$ cat src/rtl/clkdiv_pkg.sv
package clkdiv_pkg;
    localparam int CFG_W     = 32;
    localparam int CPU_LSB   = 0;
    localparam int CPU_W     = 4;
    localparam int MEM_LSB   = 4;
    localparam int MEM_W     = 1;
    localparam int AHB_LSB   = 8;
    localparam int AHB_W     = 1;
    localparam int BUS2X_LSB = 9;
    localparam int BUS2X_W   = 3;
    localparam int APB_LSB   = 12;
    localparam int APB_W     = 4;

    function automatic logic [CFG_W-1:0] field_mask(int lsb, int w);
        logic [CFG_W-1:0] m;
        m = '0;
        for (int i = 0; i < w; i++) m[lsb+i] = 1'b1;
        return m;
    endfunction

    localparam logic [CFG_W-1:0] CFG_MASK =
        field_mask(CPU_LSB, CPU_W)   | field_mask(MEM_LSB, MEM_W) |
        field_mask(AHB_LSB, AHB_W)   | field_mask(BUS2X_LSB, BUS2X_W) |
        field_mask(APB_LSB, APB_W);
endpackage

$ cat src/rtl/clkdiv_regs.sv
module clkdiv_regs
    import clkdiv_pkg::*;
(
    input  logic             clk_i,
    input  logic             rst_ni,
    input  logic             we_i,
    input  logic [CFG_W-1:0] wdata_i,
    output logic [CFG_W-1:0] rdata_o
);
    typedef struct packed {
        logic [CFG_W-1:0] word;
    } regs_t;

    regs_t st_d, st_q;

    always_comb begin
        st_d = st_q;
        if (we_i) st_d.word = wdata_i & CFG_MASK;
    end

    always_ff @(posedge clk_i) begin
        if (!rst_ni) st_q <= '0;
        else         st_q <= st_d;
    end

    assign rdata_o = st_q.word;

    // undefined bits never hold a one
    a_r9_reserved_zero: assert property (@(posedge clk_i) disable iff (!rst_ni)
        (rdata_o & ~CFG_MASK) == '0);

    // a write shows on the read port one cycle later
    a_r10_write_lands: assert property (@(posedge clk_i) disable iff (!rst_ni)
        we_i |=> rdata_o == ($past(wdata_i) & CFG_MASK));
endmodule

$ cat src/rtl/clkdiv_stage.sv
module clkdiv_stage #(
    parameter int W = 4
) (
    input  logic         clk_i,
    input  logic         rst_ni,
    input  logic         tick_i,
    input  logic [W-1:0] ratio_i,
    output logic         en_o
);
    typedef struct packed {
        logic [W-1:0] cnt;
        logic [W-1:0] ratio;
    } stage_t;

    stage_t st_d, st_q;
    logic   term;

    assign term = (st_q.cnt == st_q.ratio);
    assign en_o = tick_i & term;

    always_comb begin
        st_d = st_q;
        if (tick_i) begin
            if (term) begin
                st_d.cnt   = '0;
                st_d.ratio = ratio_i;
            end else begin
                st_d.cnt = st_q.cnt + 1'b1;
            end
        end
    end

    always_ff @(posedge clk_i) begin
        if (!rst_ni) st_q <= '0;
        else         st_q <= st_d;
    end

    // the count never passes the active ratio
    a_r2_cnt_bound: assert property (@(posedge clk_i) disable iff (!rst_ni)
        st_q.cnt <= st_q.ratio);

    // the active ratio changes only at the end of a period
    a_r8_defer_load: assert property (@(posedge clk_i) disable iff (!rst_ni)
        !en_o |=> $stable(st_q.ratio));

    // a period always restarts from zero
    a_r8_restart: assert property (@(posedge clk_i) disable iff (!rst_ni)
        en_o |=> st_q.cnt == '0);
endmodule

$ cat src/rtl/clkdiv_tree.sv
module clkdiv_tree
    import clkdiv_pkg::*;
(
    input  logic             clk_i,
    input  logic             rst_ni,
    input  logic             apll_tick_i,
    input  logic             mpll_tick_i,
    input  logic             sync_mode_i,
    input  logic             cfg_we_i,
    input  logic [CFG_W-1:0] cfg_wdata_i,
    output logic [CFG_W-1:0] cfg_rdata_o,
    output logic             cpu_en_o,
    output logic             bus2x_en_o,
    output logic             ahb_en_o,
    output logic             apb_en_o
);
    logic mem_en;
    logic bus_tick;

    clkdiv_regs u_regs (
        .clk_i   (clk_i),
        .rst_ni  (rst_ni),
        .we_i    (cfg_we_i),
        .wdata_i (cfg_wdata_i),
        .rdata_o (cfg_rdata_o)
    );

    clkdiv_stage #(.W(CPU_W)) u_cpu (
        .clk_i   (clk_i),
        .rst_ni  (rst_ni),
        .tick_i  (apll_tick_i),
        .ratio_i (cfg_rdata_o[CPU_LSB +: CPU_W]),
        .en_o    (cpu_en_o)
    );

    clkdiv_stage #(.W(MEM_W)) u_mem (
        .clk_i   (clk_i),
        .rst_ni  (rst_ni),
        .tick_i  (mpll_tick_i),
        .ratio_i (cfg_rdata_o[MEM_LSB +: MEM_W]),
        .en_o    (mem_en)
    );

    // bus branch parent: application ticks in sync mode, memory branch otherwise
    assign bus_tick = sync_mode_i ? apll_tick_i : mem_en;

    clkdiv_stage #(.W(BUS2X_W)) u_bus2x (
        .clk_i   (clk_i),
        .rst_ni  (rst_ni),
        .tick_i  (bus_tick),
        .ratio_i (cfg_rdata_o[BUS2X_LSB +: BUS2X_W]),
        .en_o    (bus2x_en_o)
    );

    clkdiv_stage #(.W(AHB_W)) u_ahb (
        .clk_i   (clk_i),
        .rst_ni  (rst_ni),
        .tick_i  (bus2x_en_o),
        .ratio_i (cfg_rdata_o[AHB_LSB +: AHB_W]),
        .en_o    (ahb_en_o)
    );

    clkdiv_stage #(.W(APB_W)) u_apb (
        .clk_i   (clk_i),
        .rst_ni  (rst_ni),
        .tick_i  (bus2x_en_o),
        .ratio_i (cfg_rdata_o[APB_LSB +: APB_W]),
        .en_o    (apb_en_o)
    );

    // processor pulses fall on application ticks
    a_r2_cpu_parent: assert property (@(posedge clk_i) disable iff (!rst_ni)
        cpu_en_o |-> apll_tick_i);

    // AHB pulses fall on double-rate bus pulses
    a_r4_ahb_parent: assert property (@(posedge clk_i) disable iff (!rst_ni)
        ahb_en_o |-> bus2x_en_o);

    // APB pulses fall on double-rate bus pulses
    a_r5_apb_parent: assert property (@(posedge clk_i) disable iff (!rst_ni)
        apb_en_o |-> bus2x_en_o);

    // in sync mode the bus branch follows the application ticks
    a_r6_sync_src: assert property (@(posedge clk_i) disable iff (!rst_ni)
        (sync_mode_i && bus2x_en_o) |-> apll_tick_i);

    // in async mode the bus branch follows the memory ticks
    a_r6_async_src: assert property (@(posedge clk_i) disable iff (!rst_ni)
        (!sync_mode_i && bus2x_en_o) |-> mpll_tick_i);
endmodule

$ cat config.mk
export PLATFORM = sky130hd
export DESIGN_NAME = clkdiv_tree
export DESIGN_NICKNAME = d
export VERILOG_FILES = /design/src/rtl/clkdiv_pkg.sv /design/src/rtl/clkdiv_regs.sv /design/src/rtl/clkdiv_stage.sv /design/src/rtl/clkdiv_tree.sv
export SDC_FILE = /design/constraint.sdc
export NUM_CORES = 1
export LEC_CHECK = 0
export BUFFER_PORTS_ARGS = -buffer_cell sky130_fd_sc_hd__buf_2
export CORE_ASPECT_RATIO = 1.5
export CORE_MARGIN = 2
export CORE_UTILIZATION = 50
export CTS_BUF_LIST = sky130_fd_sc_hd__clkbuf_16
export DETAILED_ROUTE_END_ITERATION = 8
export PLACE_DENSITY_LB_ADDON = 0.15
export SYNTH_ARGS = -nofsm -noshare
export SYNTH_HDL_FRONTEND = slang
export SYNTH_SLANG_ARGS = --single-unit
$ cat constraint.sdc
create_clock -name clk_i -period 4.2 [get_ports clk_i]
set_clock_uncertainty 0.05 [all_clocks]
set_input_delay 1.26 -clock clk_i [delete_from_list [all_inputs] [get_ports clk_i]]
set_output_delay 1.26 -clock clk_i [all_outputs]
set_load 0.005 [all_outputs]
Word level (Yosys, flattened, before mapping)
Cells that the tools add are included.
{ "word_totals": {"out_inout_bits": 36, "elab_cells": 37, "regBits": 39} }
{ "classes": {"bitwise": 5, "reduce_logical": 5, "n_eq_ne": 5, "addsub": 5, "muxes": 6} }
{ "ops": {"columns": ["cell", "n"], "rows": [
  ["AND reduction 2 bit", 5],
  ["adder 4 x 1 -> 4 bit (second input constant)", 2],
  ["== test 4 bit", 2],
  ["two-way mux 4 bit", 2],
  ["bitwise AND 1 bit", 5],
  ["adder 3 x 1 -> 3 bit (second input constant)", 1],
  ["== test 3 bit", 1],
  ["two-way mux 1 bit", 3],
  ["two-way mux 3 bit", 1],
  ["adder 1 bit (second input constant)", 2],
  ["== test 1 bit", 2]
]} }

Longest topological paths before layout
Gate-level depths: netlist of run 1.
{ "logic_depth": {"ltp_word": 5, "depth_mapped": 7} }

Hierarchy
From an unflattened synthesis of run 1, not the netlist that was laid out.
{ "hier_totals": {"cells_unflattened": 202, "area_unflattened_um2": 1988.2} }
{ "modules_own_cells": {"columns": ["module", "n_inst", "cells_per_inst", "area_per_inst_um2"], "rows": [
  ["clkdiv_stage (u_apb ...)", 2, 45, 411.6],
  ["clkdiv_regs", 1, 62, 653.1],
  ["clkdiv_stage (u_bus2x)", 1, 29, 304.0],
  ["clkdiv_stage (u_ahb ...)", 2, 10, 96.3],
  ["clkdiv_tree", 1, 1, 15.0]
]} }

Worst setup path after synthesis of run 1
Ideal clock, no wire load.
{ "synth_timing": {"path_kind": "in2out", "start": "input port apll_tick_i", "end": "output port ahb_en_o", "arrival_time_ps": 1970, "t_required_ps": 2890, "setup_slack_ps": 920, "cell_stages": 4, "path_cell_list": "buf_4 and2_4 o2111a_2 and2_1"} }
{ "synth_via": {"elab_chain_cells": 3} }
{ "synth_lines": {"columns": ["element", "line_no", "rtl"], "rows": [
  ["start: declaration", "clkdiv_tree.sv:6", "input logic apll_tick_i,"],
  ["two-way mux 1 bit", "clkdiv_tree.sv:45", "assign bus_tick = sync_mode_i ? apll_tick_i : mem_en;"],
  ["bitwise AND 1 bit (2 in series)", "clkdiv_stage.sv:19", "assign en_o = tick_i & term;"],
  ["end: declaration", "clkdiv_tree.sv:14", "output logic ahb_en_o,"]
]} }
No other way between the ends.

Worst setup path in the final report of run 1
{ "layout_timing": {"start": "input port sync_mode_i", "end": "output port apb_en_o"} }
{ "layout_via": {"elab_chain_cells": 3} }
{ "layout_lines": {"columns": ["element", "line_no", "rtl"], "rows": [
  ["start: declaration", "clkdiv_tree.sv:8", "input logic sync_mode_i,"],
  ["two-way mux 1 bit", "clkdiv_tree.sv:45", null],
  ["bitwise AND 1 bit (2 in series)", "clkdiv_stage.sv:19", null],
  ["end: declaration", "clkdiv_tree.sv:15", "output logic apb_en_o"]
]} }
No other way between the ends.

==> metrics.cfg, run 1 <==
[floorplan]
die_h_um=79.9
io_pins=74
coreArea_mm2=0.00368
die_w_um=54.6
row_count=27
start_util_pct=52.1
die_area_mm2=0.00436

[power_and_ir_drop]
power_uw=885
leakage_uw=0.000943
vdd_drop_max_mv=0.298
power_density_mw_per_mm2=411

[synthesis]
synth_fa_ha_area_share_pct=3.26
synth_warnings=0
netlist_instances=209
yosysSeqAreaShare_pct=40.7
synth_xor_xnor_area_share_pct=5.87
synthSimpleGateAreaFrac_pct=17.9
synth_top_area_share_pct=40.7
avgSynthCellArea_um2=9.18
yosysTopAreaCell=dfxtp_1
synth.distinct_cells=39
ys_ff_latch=39
synth_mux_area_share_pct=11.5
synth_area_leaders=dfxtp_1 41%, mux2i_1 11%, buf_4 8.6%
synth_area_mm2=0.00192
synth_compound_area_share_pct=8.60
synth_top_family_by_area=simple AND/OR/NAND/NOR gates

[detailed_routing]
drt-initial-drc-count=20
drtPass1Iterations=4
drt-total-wl_mm=3.34
detail-route-antenna-nets=0
drc=0
via_per_inst=5.00
wl_per_cell_um=11.8
num_vias=1420

[timing]
fin_crit_sh_pct=85.7
finalHoldViolations=0
max_freq_ghz=0.278
max_slew_margin_pct=32.1
final_max_slew_viol_count=0
rsz0062_at_grt=no
timing.final.ws_setup_ns=0.603
layout_min_cycle_time_ns=3.60
fin_setup_tns_ns=0
worst_slew_pin_slew_ns=1.02
finalSetupViolCount=0

[cts]
clkTransAtPathRegs_ns=0.06
insertion_delay_ns=0.28
cts.repair.resized=0
post_cts_buffers=0
cts_tree=yes
numCtsBuffers=5
clock_path_buffers=2
htree_levels=2
hold_buffers=0
root_buffer=clkbuf_16
clock-sinks=39

[setup_path]
required_ns=2.89
cpMaxStageDelayCell=nor3_4
critPathLaunchType=input pin
path_cells=buf_2, and3b_1, nor2_1, nor3_4, buf_2
worstPathMaxFanout=6
cpMostUsedCell=buf_2
cp_data_arrival_time_ns=2.29
path_class=input pin to output port
cp_num_buf_inv=2
critical_path.top_delay_family=simple AND/OR/NAND/NOR gates
end_kind=output port
max_stage_delay_ns=0.36

[status]
outcome=finished, final reports clean

[global_route]
grtUsageTotal_pct=17.0
grt_pass1_wl_mm=5.46
grt-ovfl-total=0
grt_pass1_vias=1279
grt_max_degree=34
antenna_found_initial=0

[layout]
fill_cells=358
most-common-layout-cells=39 x dfxtp_1, 35 x buf_2, 22 x mux2i_1
drive_gt1_share_pct=20.7
nets=283
mostFrequentLayoutCell=dfxtp_1
area_delta_synth_final_pct=12.2
regArea_um2=781
final_cells=284
multi_input_area_um2=976
antenna-diode-count=0
final_util_pct=58.5

[flow_run]
maxCapViolCount=0

[placed_design]
gp_congestion=0.798
place_ws_ns=0.600
dp_hpwl_mm=2.44
port_buffers=35
dp_cells=276

[hold_path]
hold_class=register to register

==> per-stage QoR <==
stage          hold slack (ns)  cell area [µm²]
2_1_floorplan            0.390             1990
3_3_place_gp             0.405             2010
3_5_place_dp             0.411             2010
4_1_cts                  0.418             2150
5_1_grt                  0.440             2150
6_report                 0.414             2150
==> sequential cells by signal, indices dropped and copies added (netlist names) <==
signal and count:
u_mem.st_q 2, u_cpu.st_q 8, u_bus2x.st_q 6, u_apb.st_q 8, u_ahb.st_q 2, u_regs.rdata_o 13
==> synth_stat cells <==
cell,number
a21boi_0,2
a21oi_1,10
a21oi_2,1
a2bb2oi_1,1
a31oi_1,1
a41oi_1,1
and2_1,1
and2_4,1
and3b_1,1
and4_1,1
buf_1,1
buf_2,1
buf_4,22
buf_6,2
clkbuf_1,4
conb_1,1
dfxtp_1,39
ha_1,5
inv_1,5
mux2i_1,22
nand2_1,19
nand2b_1,1
nand3_1,8
nand3_2,1
nand3b_1,3
nand4_1,4
nand4b_1,2
nor2_1,21
nor3_1,1
nor3_4,1
o2111a_2,1
o21ai_0,8
o22ai_1,1
o32ai_1,1
or2_2,1
or3_1,2
xnor2_1,10
xnor2_2,1
xor2_1,1
==> worst register-to-register path: stages, from the launching register on <==
cell,delay [ns]
dfxtp_1,0.32
inv_1,0.04
ha_1,0.31
and3b_1,0.22
o2111a_2,0.32
buf_4,0.18
mux2i_1,0.18
nor2_1,0.05
==> cell type report <==
class                      count  area share, %
inverter                       5          0.872
clock inverter                 3          0.755
clock buffer                   5           5.81
timing repair buffer          36           8.48
multi-input combinational    153           45.3
tap                           43           2.50
sequential                    39           36.3
==> logic make-up (layout without fill, tap and decap cells) <==
| group | after synthesis | count (layout) |
|---|---|---|
| AND/OR/NAND/NOR | 68 | 68 |
| flip-flops | 39 | 39 |
| buffers and inverters | 35 | 49 |
| AO/OA/AOI/OAI | 27 | 27 |
| multiplexers | 22 | 22 |
| XOR/XNOR | 12 | 12 |
| adder cells (fa/ha/maj) | 5 | 5 |
| other | 1 | 19 |
==> per-layer routing <==
metal  vias to the layer above  GRT usage, %  wire, µm
met1                       644          19.2      1460
met2                        33          28.3      1690
met5                         -             0         0
li1                        739             -         -
met4                         0          8.25        54
met3                         4          4.12       133
==> worst paths after layout <==
kind                                                  from                           end  slack [ns]  cells after the start
worst min-delay path            u_ahb.st_q[0]$_SDFFE_PN0P_    u_ahb.st_q[0]$_SDFFE_PN0P_        0.41                      2
worst max register to register  u_mem.st_q[1]$_SDFFE_PN0P_  u_bus2x.st_q[0]$_SDFFE_PN0P_        2.39                      7
worst min register to register  u_ahb.st_q[0]$_SDFFE_PN0P_    u_ahb.st_q[0]$_SDFFE_PN0P_        0.41                      2
worst max-delay path                           sync_mode_i                      apb_en_o        0.60                      5
==> where the power goes <==
group	internal (µW)	switching (µW)	total [µW]	leakage (µW)
clock	216	136	352	0.0000710
combinational	57.7	74.6	132	0.000554
sequential	387	13.0	400	0.000318
Power figures use the tool's default switching activity.
==> run 2: changes to the inputs <==
--- a/config.mk
+++ b/config.mk
@@ -5,6 +5,7 @@
 export SDC_FILE = /design/constraint.sdc
 export NUM_CORES = 1
 export LEC_CHECK = 0
+export ABC_AREA = 1
 export BUFFER_PORTS_ARGS = -buffer_cell sky130_fd_sc_hd__buf_2
 export CORE_ASPECT_RATIO = 1.5
 export CORE_MARGIN = 2
==> run 2 against run 1 <==
  * Critical path depth increased by 1
  * Fmax rose by 1.3%
  * Register-to-register slack better by 0.08 ns
  * Count of clock-buffer cells in the layout unchanged
  * Clock power about the same
  * First-iteration DRC count grew 95%
  * Critical path type unchanged
==> metrics.cfg, run 2 <==
[status]
outcome=finished, final reports clean

[synthesis]
ys.flop_type=dfxtp_1
synth_compound_area_share_pct=9.59  ; +0.98 points
synth_fa_ha_area_share_pct=3.11  ; -0.15 points
synth_edf_count=0  ; unchanged
synth_warnings=0  ; unchanged
synthSimpleGateAreaFrac_pct=27.2  ; +9.3 points
synth.most_common_cell=nand2_1
ys_ff_latch=39  ; unchanged
avgSynthCellArea_um2=7.10  ; -23%
ys_async_sr_fraction_pct=0  ; unchanged
synth_top_family_by_area=simple AND/OR/NAND/NOR gates
synth_top_area_share_pct=38.9  ; -1.8 points
yosysTopAreaCell=dfxtp_1
synth_area_leaders=dfxtp_1 39%, nand2_1 10%, nor2_1 8.4%
synth.distinct_cells=26  ; -33%
yosysSeqAreaShare_pct=38.9  ; -1.8 points
synth_area_mm2=0.00201  ; +4.7%
netlist_instances=283  ; +35%
synth_mux_area_share_pct=0  ; -11 points
synthTopCellsByCount=56 x nand2_1, 45 x nor2_1, 39 x dfxtp_1, 34 x inv_1, 21 x buf_4
synth_xor_xnor_area_share_pct=3.92  ; -1.9 points

[power_and_ir_drop]
power_uw=1130  ; +27%
p_sw_uw=373  ; +67%
leakage_uw=0.00116  ; +23%
power_density_mw_per_mm2=502  ; +22%
seq_power_share_pct=41.1  ; -4.1 points
combPwrFrac_pct=27.8  ; +13 points
vdd_drop_max_mv=0.352  ; +18%
switching_share_pct=33.1  ; +7.8 points
p_int_uw=752  ; +14%
clockPowerShare_pct=31.1  ; -8.7 points

[hold_path]
holdPathStages=2  ; unchanged
hold_class=register to register
min_from=u_mem.st_q[0]$_SDFFE_PN0P_

[cts]
htree_levels=2  ; unchanged
clkTransAtPathRegs_ns=0.05  ; about the same
clock-sinks=39  ; unchanged
numCtsBuffers=5  ; unchanged
clock_path_buffers=2  ; unchanged
post_cts_buffers=0  ; unchanged
cts.repair.resized=0  ; unchanged
cts_tree=yes
hold_buffers=0  ; unchanged
root_buffer=clkbuf_16
insertion_delay_ns=0.28  ; about the same

[placed_design]
gp_congestion=0.766  ; -4.0%
port_buffers=35  ; unchanged
placed_area_mm2=0.00211  ; +4.7%
dp_hpwl_mm=2.86  ; +17%
dp_cells=352  ; +28%

[global_route]
grt-ovfl-total=0  ; unchanged
use_met3_pct=3.94  ; -0.18 points
grt_max_degree=35  ; +2.9%
grt.busiest_layer=met2
antenna_found_initial=0  ; unchanged
grt_pass1_vias=1549  ; +21%
grt_pass1_wl_mm=6.58  ; +20%
grtUsageTotal_pct=18.2  ; +1.2 points
use_met1_pct=19.3  ; +0.091 points
gr-usage-met2_pct=35.1  ; +6.8 points

[setup_path]
path_class=input pin to output port
crit_start=mpll_tick_i
r2r_end=u_apb.st_q[1]$_SDFFE_PN0P_
reg2reg_from=u_mem.st_q[1]$_SDFFE_PN0P_
end_kind=output port
critPathLaunchType=input pin
r2r_slack_ns=2.47  ; +0.08 ns
cp_data_arrival_time_ns=2.24  ; -0.05 ns
required_ns=2.89  ; about the same
worst-r2r-cell-count=9  ; +2
worstPathMaxFanout=13  ; +7
worstSetupEndpoint=bus2x_en_o

[layout]
fin_area_mm2=0.00224  ; +4.0%
most-common-layout-cells=56 x nand2_1, 45 x nor2_1, 39 x dfxtp_1
final_cells=359  ; +26%
antenna-diode-count=0  ; unchanged
mostFrequentLayoutCell=nand2_1
largest_register_ffs=13  ; unchanged
multi_input_area_um2=952  ; -2.4%
area_delta_synth_final_pct=11.5
nets=357  ; +26%
fill_cells=399  ; +11%
regArea_um2=781  ; unchanged
drive_gt1_share_pct=15.9  ; -4.8 points

[timing]
final_max_slew_viol_count=0  ; unchanged
rsz0062_at_grt=no
max_freq_ghz=0.282  ; +1.3%
finalHoldViolations=0  ; unchanged
worst_slew_pin_slew_ns=0.574  ; -0.443 ns
max_slew_margin_pct=61.8  ; +30 points
fin_crit_sh_pct=84.5  ; -1.1 points
layout_min_cycle_time_ns=3.55  ; -0.0468 ns
finalSetupViolCount=0  ; unchanged
fin_setup_tns_ns=0  ; unchanged

[floorplan]
die_area_mm2=0.00455  ; +4.4%
die_h_um=81.6  ; +2.2%
coreArea_mm2=0.00389  ; +5.6%
row_count=28  ; +3.7%
start_util_pct=51.7  ; -0.45 points
die_w_um=55.8  ; +2.2%
io_pins=74  ; unchanged

[detailed_routing]
drt-total-wl_mm=3.84  ; +15%
via_per_inst=4.75  ; -4.9%
drtPass1Iterations=4  ; unchanged
drt-initial-drc-count=39  ; +95%
wl_per_cell_um=10.7  ; -9.1%
detail-route-antenna-nets=0  ; unchanged
drc=0  ; unchanged
num_vias=1707  ; +20%

[flow_run]
maxCapViolCount=0  ; unchanged

-- run 2: changes by cell type in the layout (fill, tap and decap cells not counted), moves of 5 or more --
cell,before,now
nor2_1,21,45
inv_1,6,34
nand3_1,8,17
mux2i_1,22,0
nand2_1,19,56
xnor2_1,10,3
xor2_1,1,6
o21ai_0,8,18
-- run 2: layout make-up --
class                           instances  share of cell area (%)
Inverter                               35                    5.98
Tap cell                               45                    2.51
Multi-Input combinational cell        197                    42.5
Clock buffer                            5                    5.59
Sequential cell                        39                    34.9
Timing Repair Buffer                   36                    8.16
Clock inverter                          2                   0.391
-- run 2: worst max-delay path, cell delays in order --
cell and delay (ns):
buf_2 0.12, nand2_2 0.07, o21ai_4 0.25, inv_4 0.08, nor2_4 0.29, buf_2 0.18
-- run 2: how the worst min path moves through the flow --
| stage | endpoint | slack, ns |
|---|---|---|
| after floorplan | u_mem.st_q[0]$_SDFFE_PN0P_ | 0.39 |
| after global placement | u_mem.st_q[0]$_SDFFE_PN0P_ | 0.41 |
| after detailed placement | u_mem.st_q[0]$_SDFFE_PN0P_ | 0.42 |
| after CTS | u_mem.st_q[0]$_SDFFE_PN0P_ | 0.42 |
| after global routing | u_regs.rdata_o[14]$_SDFFE_PN0P_ | 0.45 |
| final | u_mem.st_q[0]$_SDFFE_PN0P_ | 0.42 |
-- run 2: stage by stage --
step | hold WS, ns | worst slack [ns] | util, %
2_1_floorplan | 0.394 | 0.959 | -
3_3_place_gp | 0.413 | 0.637 | 54.2
4_1_cts | 0.424 | 0.632 | 57.6
3_5_place_dp | 0.416 | 0.620 | 54.2
5_1_grt | 0.447 | 0.551 | 57.6
6_report | 0.416 | 0.649 | 57.6
-- run 2: layer usage --
layer	wire length [µm]	share of wire, %	up-vias
li1	-	-	904
met1	1560	41	767
met2	2090	54	30
met3	135	3.5	6
met4	57	1.5	0
met5	0	0	-
-- run 2: kinds of logic (layout without fill, tap and decap cells) --
group           count (synthesis)  in the layout
xor+xnor                        9              9
buf+inv                        65             78
flops                          39             39
other cells                     1             19
fa+ha+maj                       5              5
simple gates                  129            129
compound gates                 35             35
-- run 2: power groups by stage --
stage,logic [µW],registers (µW),clock network [µW]
after floorplan,255,461,0
after global placement,307,467,0
after detailed placement,313,470,0
after CTS,317,462,363
after global routing,371,470,375
final,313,462,350
